File: config.mk
export PLATFORM = sky130hd
export DESIGN_NAME = keyscan_matrix
export DESIGN_NICKNAME = d
export VERILOG_FILES = /design/src/rtl/keyscan_matrix.sv
export SDC_FILE = /design/constraint.sdc
export NUM_CORES = 1
export LEC_CHECK = 0
export BUFFER_PORTS_ARGS = -buffer_cell sky130_fd_sc_hd__buf_2
export CORE_MARGIN = 10
export CORE_UTILIZATION = 29
export CTS_CLUSTER_SIZE = 12
export DETAILED_ROUTE_END_ITERATION = 8
export GPL_ROUTABILITY_DRIVEN = 0
export PLACE_DENSITY = 0.43
export SLEW_MARGIN = 20
export SYNTH_ARGS = -nofsm -noshare
export SYNTH_HDL_FRONTEND = slang
export SYNTH_SLANG_ARGS = --single-unit
export TNS_END_PERCENT = 30
File: constraint.sdc
create_clock -name clk -period 2.8 [get_ports clk]
set_input_delay 0 -clock clk [delete_from_list [all_inputs] [get_ports clk]]
set_output_delay 0 -clock clk [all_outputs]
set_load 0.02 [all_outputs]
File: src/rtl/keyscan_matrix.sv
module keyscan_matrix #(
  parameter int NSTROBE   = 4,
  parameter int NRET      = 8,
  parameter int DWELL     = 4,
  parameter int NSWSTROBE = 2,
  parameter logic [7:0] CMD_READ = 8'hA5
) (
  input  logic                      clk,
  input  logic                      rst_n,
  output logic [NSTROBE-1:0]        strobe,
  input  logic [NRET-1:0]           key_ret,
  input  logic [NRET-1:0]           sw_ret,
  input  logic                      mi_sync,
  input  logic                      mi,
  output logic                      key_pending,
  output logic                      alarm,
  output logic                      code_valid,
  output logic                      code_out,
  output logic [NSWSTROBE*NRET-1:0] sw_state
);
  localparam int SW   = $clog2(NSTROBE);
  localparam int RW   = $clog2(NRET);
  localparam int CW   = SW + RW;
  localparam int NKEY = NSTROBE * NRET;
  localparam int DCW  = $clog2(DWELL);
  localparam int TW   = $clog2(CW + 1);

  logic           run;
  logic [DCW-1:0] dcnt;
  logic [SW-1:0]  sidx;
  logic           samp;

  assign samp   = run && (dcnt == DCW'(DWELL - 1));
  assign strobe = run ? ({{(NSTROBE-1){1'b0}}, 1'b1} << sidx) : '0;

  always_ff @(posedge clk or negedge rst_n)
    if (!rst_n) begin
      run  <= 1'b0;
      dcnt <= '0;
      sidx <= '0;
    end else begin
      run <= 1'b1;
      if (samp) begin
        dcnt <= '0;
        sidx <= (sidx == SW'(NSTROBE - 1)) ? '0 : sidx + 1'b1;
      end else if (run) begin
        dcnt <= dcnt + 1'b1;
      end
    end

  logic [NKEY-1:0] prev, stab;
  logic [NRET-1:0] rise;
  logic            hit;
  logic [RW-1:0]   pick;

  always_comb begin
    for (int r = 0; r < NRET; r++)
      rise[r] = key_ret[r] && prev[int'(sidx)*NRET + r] && !stab[int'(sidx)*NRET + r];
    hit  = 1'b0;
    pick = '0;
    for (int r = NRET - 1; r >= 0; r--)
      if (rise[r]) begin
        hit  = 1'b1;
        pick = RW'(r);
      end
  end

  always_ff @(posedge clk or negedge rst_n)
    if (!rst_n) begin
      prev <= '0;
      stab <= '0;
    end else if (samp) begin
      for (int r = 0; r < NRET; r++) begin
        prev[int'(sidx)*NRET + r] <= key_ret[r];
        if (key_ret[r] == prev[int'(sidx)*NRET + r])
          stab[int'(sidx)*NRET + r] <= key_ret[r];
      end
    end

  logic [7:0] cmd_sh;
  logic [2:0] bcnt;
  logic [7:0] word;
  logic       rd, press, take;

  assign word  = {cmd_sh[6:0], mi};
  assign rd    = mi_sync && (bcnt == 3'd7) && (word == CMD_READ) && key_pending;
  assign press = samp && hit;
  assign take  = press && (!key_pending || rd);

  always_ff @(posedge clk or negedge rst_n)
    if (!rst_n) begin
      cmd_sh <= '0;
      bcnt   <= '0;
    end else if (mi_sync) begin
      cmd_sh <= word;
      bcnt   <= bcnt + 1'b1;
    end else begin
      bcnt   <= '0;
    end

  logic [CW-1:0] code, tx_sh;
  logic [TW-1:0] tx_n;

  always_ff @(posedge clk or negedge rst_n)
    if (!rst_n) begin
      key_pending <= 1'b0;
      alarm       <= 1'b0;
      code        <= '0;
      tx_sh       <= '0;
      tx_n        <= '0;
    end else begin
      key_pending <= (key_pending && !rd) || press;
      if (take)
        code <= {sidx, pick};
      if (rd)
        alarm <= 1'b0;
      else if (press && key_pending)
        alarm <= 1'b1;
      if (rd) begin
        tx_sh <= code;
        tx_n  <= TW'(CW);
      end else if (tx_n != '0) begin
        tx_sh <= tx_sh << 1;
        tx_n  <= tx_n - 1'b1;
      end
    end

  assign code_valid = (tx_n != '0);
  assign code_out   = code_valid && tx_sh[CW-1];

  always_ff @(posedge clk or negedge rst_n)
    if (!rst_n)
      sw_state <= '0;
    else if (samp && int'(sidx) < NSWSTROBE)
      sw_state[int'(sidx)*NRET +: NRET] <= sw_ret;

endmodule


==> impl_metrics.toml <==
[run_status]
status = "complete, no violations"

[clock_network]
clock_sinks = 110
clk_pin_slew_ps = 70
htreeDepth = 3
cts_tree = "yes"
cts_made_buffers = 9
cts_root_buffer = "clkbuf_16"
clockBufferDepth = 2
post_cts_buffers = 0
clkLatencyLatePin_ps = 350

[floorplanning]
rows = 49
core-area_mm2 = 0.0179
die_w_um = 155
dieArea_mm2 = 0.0239
ios = 44
die_h_um = 155
initial_utilization_pct = 29.3

[synth]
synth_top_area_cell = "dfrtp_1"
yosysUniqueCellTypes = 41
synth_top_family_by_area = "multiplexers"
synthAdderAreaFrac_pct = 4.53
syn-cell-area_mm2 = 0.00525
avgSynthCellArea_um2 = 12.8
synth_edf_count = 0
yosys-top-cells-area = "dfrtp_1 52%, mux2_2 16%, mux4_1 5.0%"
synthArstFlopShare_pct = 100
synth-seq-cells = 110
synth-compound-area-share_pct = 4.58
synth_top_area_share_pct = 52.5
muxShareOfSynthArea_pct = 25.4
syn_nets = 449
synth_xor_area_share_pct = 0.167
yosysSeqAreaShare_pct = 52.5
ys.flop_type = "dfrtp_1"
synthCells = 410
synth-simple-area-share_pct = 10.3
synth_warnings = 0

[layout]
fin_area_mm2 = 0.00625
diodes = 0
drive_gt1_share_pct = 33.7
syn_to_final_growth_pct = 19.2
fillCellCount = 1780
fin_nets = 515

[setup_path]
worst_setup_path_end_kind = "flop"
crit_required_ps = 3030
critPathLaunchType = "flop"
worstPathMaxFanout = 11
arrival_ps = 2740
crit_type = "reg -> reg"

[detailed_routing]
drc = 0
drt_pass1_iterations = 4
routed_wl_um = 11200
via_per_inst = 4.57
drtAntennaViolNets = 0
drt_iter0_markers = 137
vias = 3245
wl_per_cell_um = 15.7

[sta]
post-route-period-util_pct = 89.7
skew_ps = 8.31
setup_viol_count_final = 0
hold_viol = 0
hold_slack_ps = 13.2
period_minus_slack_ps = 2510
fin_tns_setup_ps = 0
rsz0062_at_grt = "false"
slew_headroom_pct = 51.6
fmax_mhz = 398
tightest_slew_ps = 726
slew_violations = 0

[global_route]
grt_usage_pct = 9.58
met2_usage_pct = 15.0
antenna_found_initial = 0
gr-usage-met1_pct = 12.5
first_global_vias = 3348
grt.busiest_layer = "met2"
grt-ovfl-total = 0
grt_pass1_wl_um = 18200
grt_max_degree = 56
use_met3_pct = 2.41

[pwr]
peakVddDrop_v = 0.000374
p_leak_nw = 2.86
powerDensity_mw_per_mm2 = 1080

[placed_design]
portBuffers = 43
dpl-instance-area_mm2 = 0.00579
post-dp-hpwl_um = 7750

[worst_hold_path]
hold_path_class = "in -> reg"

[run]
cap_violations = 0
worst max-delay path, stage by stage, from the launching register on:
cell and delay, ps:
dfrtp_1 640, buf_4 270, mux4_1 300, ha_1 190, inv_1 90, o22ai_2 130
nor4_4 350, nor2_4 110, mux2_4 300
routing by layer:
layer  routed length, um  up-vias
li1                    -     1576
met2                5230       34
met5                   0        -
met1                5490     1624
met3                 277       11
met4                 180        0
layout make-up:
class	instances	area, um^2	share of cell area [%]
clock inverters	6	83.8	1.34
flip-flops and latches	110	2750	44.0
clock buffers	10	239	3.82
multi-input cells	271	2360	37.7
inverters	14	52.6	0.840
well taps	229	287	4.58
repair buffers	70	480	7.68
synth_stat cells, drive strengths merged (2+ instances only):
| library cell | count |
|---|---|
| mux2i | 5 |
| nor4 | 2 |
| o22ai | 5 |
| nor3 | 2 |
| mux2 | 77 |
| o21ai | 18 |
| dfrtp | 110 |
| buf | 4 |
| inv | 14 |
| nand4b | 2 |
| a21oi | 4 |
| mux4 | 16 |
| ha | 19 |
| nor2 | 48 |
| clkbuf | 11 |
| nand2b | 6 |
| and2 | 7 |
| nand2 | 40 |
| nand3 | 7 |
final timing paths:
check / start / to / slack (ps) / depth (start not counted)
min in group asynchronous: rst_n / tx_sh[4]$_DFFE_PN0P_ / 240 / 2
worst min register to register: bcnt[0]$_DFF_PN0_ / bcnt[0]$_DFF_PN0_ / 440 / 1
worst min-delay path: key_ret[0] / stab[8]$_DFFE_PN0P_ / 10 / 2
worst max register to register: sidx[1]$_DFFE_PN0P_ / code[4]$_DFFE_PN0P_ / 290 / 8
max in group asynchronous: rst_n / sw_state[0]$_DFFE_PN0P_ / 1840 / 3
worst max-delay path: sidx[1]$_DFFE_PN0P_ / code[4]$_DFFE_PN0P_ / 290 / 8
cell usage in the layout, fill, tap and decap left out, types with 3 or more instances in the layout:
cell type	Yosys	layout
inv_1	14	14
ha_1	19	19
buf_4	0	12
mux4_1	10	10
mux2i_1	5	5
nand3_1	7	7
clkbuf_16	0	9
o22ai_2	3	3
clkinv_2	0	3
mux2_2	73	73
a21oi_1	4	4
nor2_1	47	47
dlygate4sd3_1	0	14
mux2_4	4	4
buf_2	1	42
nand2b_1	6	6
mux4_2	6	6
nand2_1	40	40
and2_1	7	7
dfrtp_1	110	110
o21ai_0	18	18
logic make-up (layout without fill, tap and decap cells):
logic type / Yosys count / count (layout)
compound gates: 35 / 35
xor+xnor: 1 / 1
fa+ha+maj: 19 / 19
buf+inv: 29 / 100
flops: 110 / 110
mux: 98 / 98
other cells: 1 / 1
simple gates: 117 / 117
stage by stage:
step	setup WS (ps)	util [%]	instances	total power [mW]
after global placement	349	32.4	680	5.37
after global routing	199	34.9	710	7.23
final	289	34.9	710	6.74
after floorplan	49.5	-	410	4.65
after CTS	263	34.9	710	6.86
after detailed placement	294	32.4	680	5.43
where the power goes:
group / switching, mW / internal (mW)
Sequential: 0.358 / 2.24
Clock: 0.580 / 0.807
Combinational: 1.36 / 1.39
Total: 2.29 / 4.44
sequential cells by signal, indices dropped and copies added, names as in the netlist:
register and count:
sw_state 16, tx_sh 5, dcnt 2, bcnt 3
code 5, cmd_sh 7, alarm 1, prev 32
stab 32, key_pending 1, run 1, sidx 2
tx_n 3
timing repair:
item,in CTS,in global routing
endpoints found under the hold margin,81,0
hold buffers,14,0
resized for setup,0,0
No activity file was read; power rests on OpenSTA's default activity.
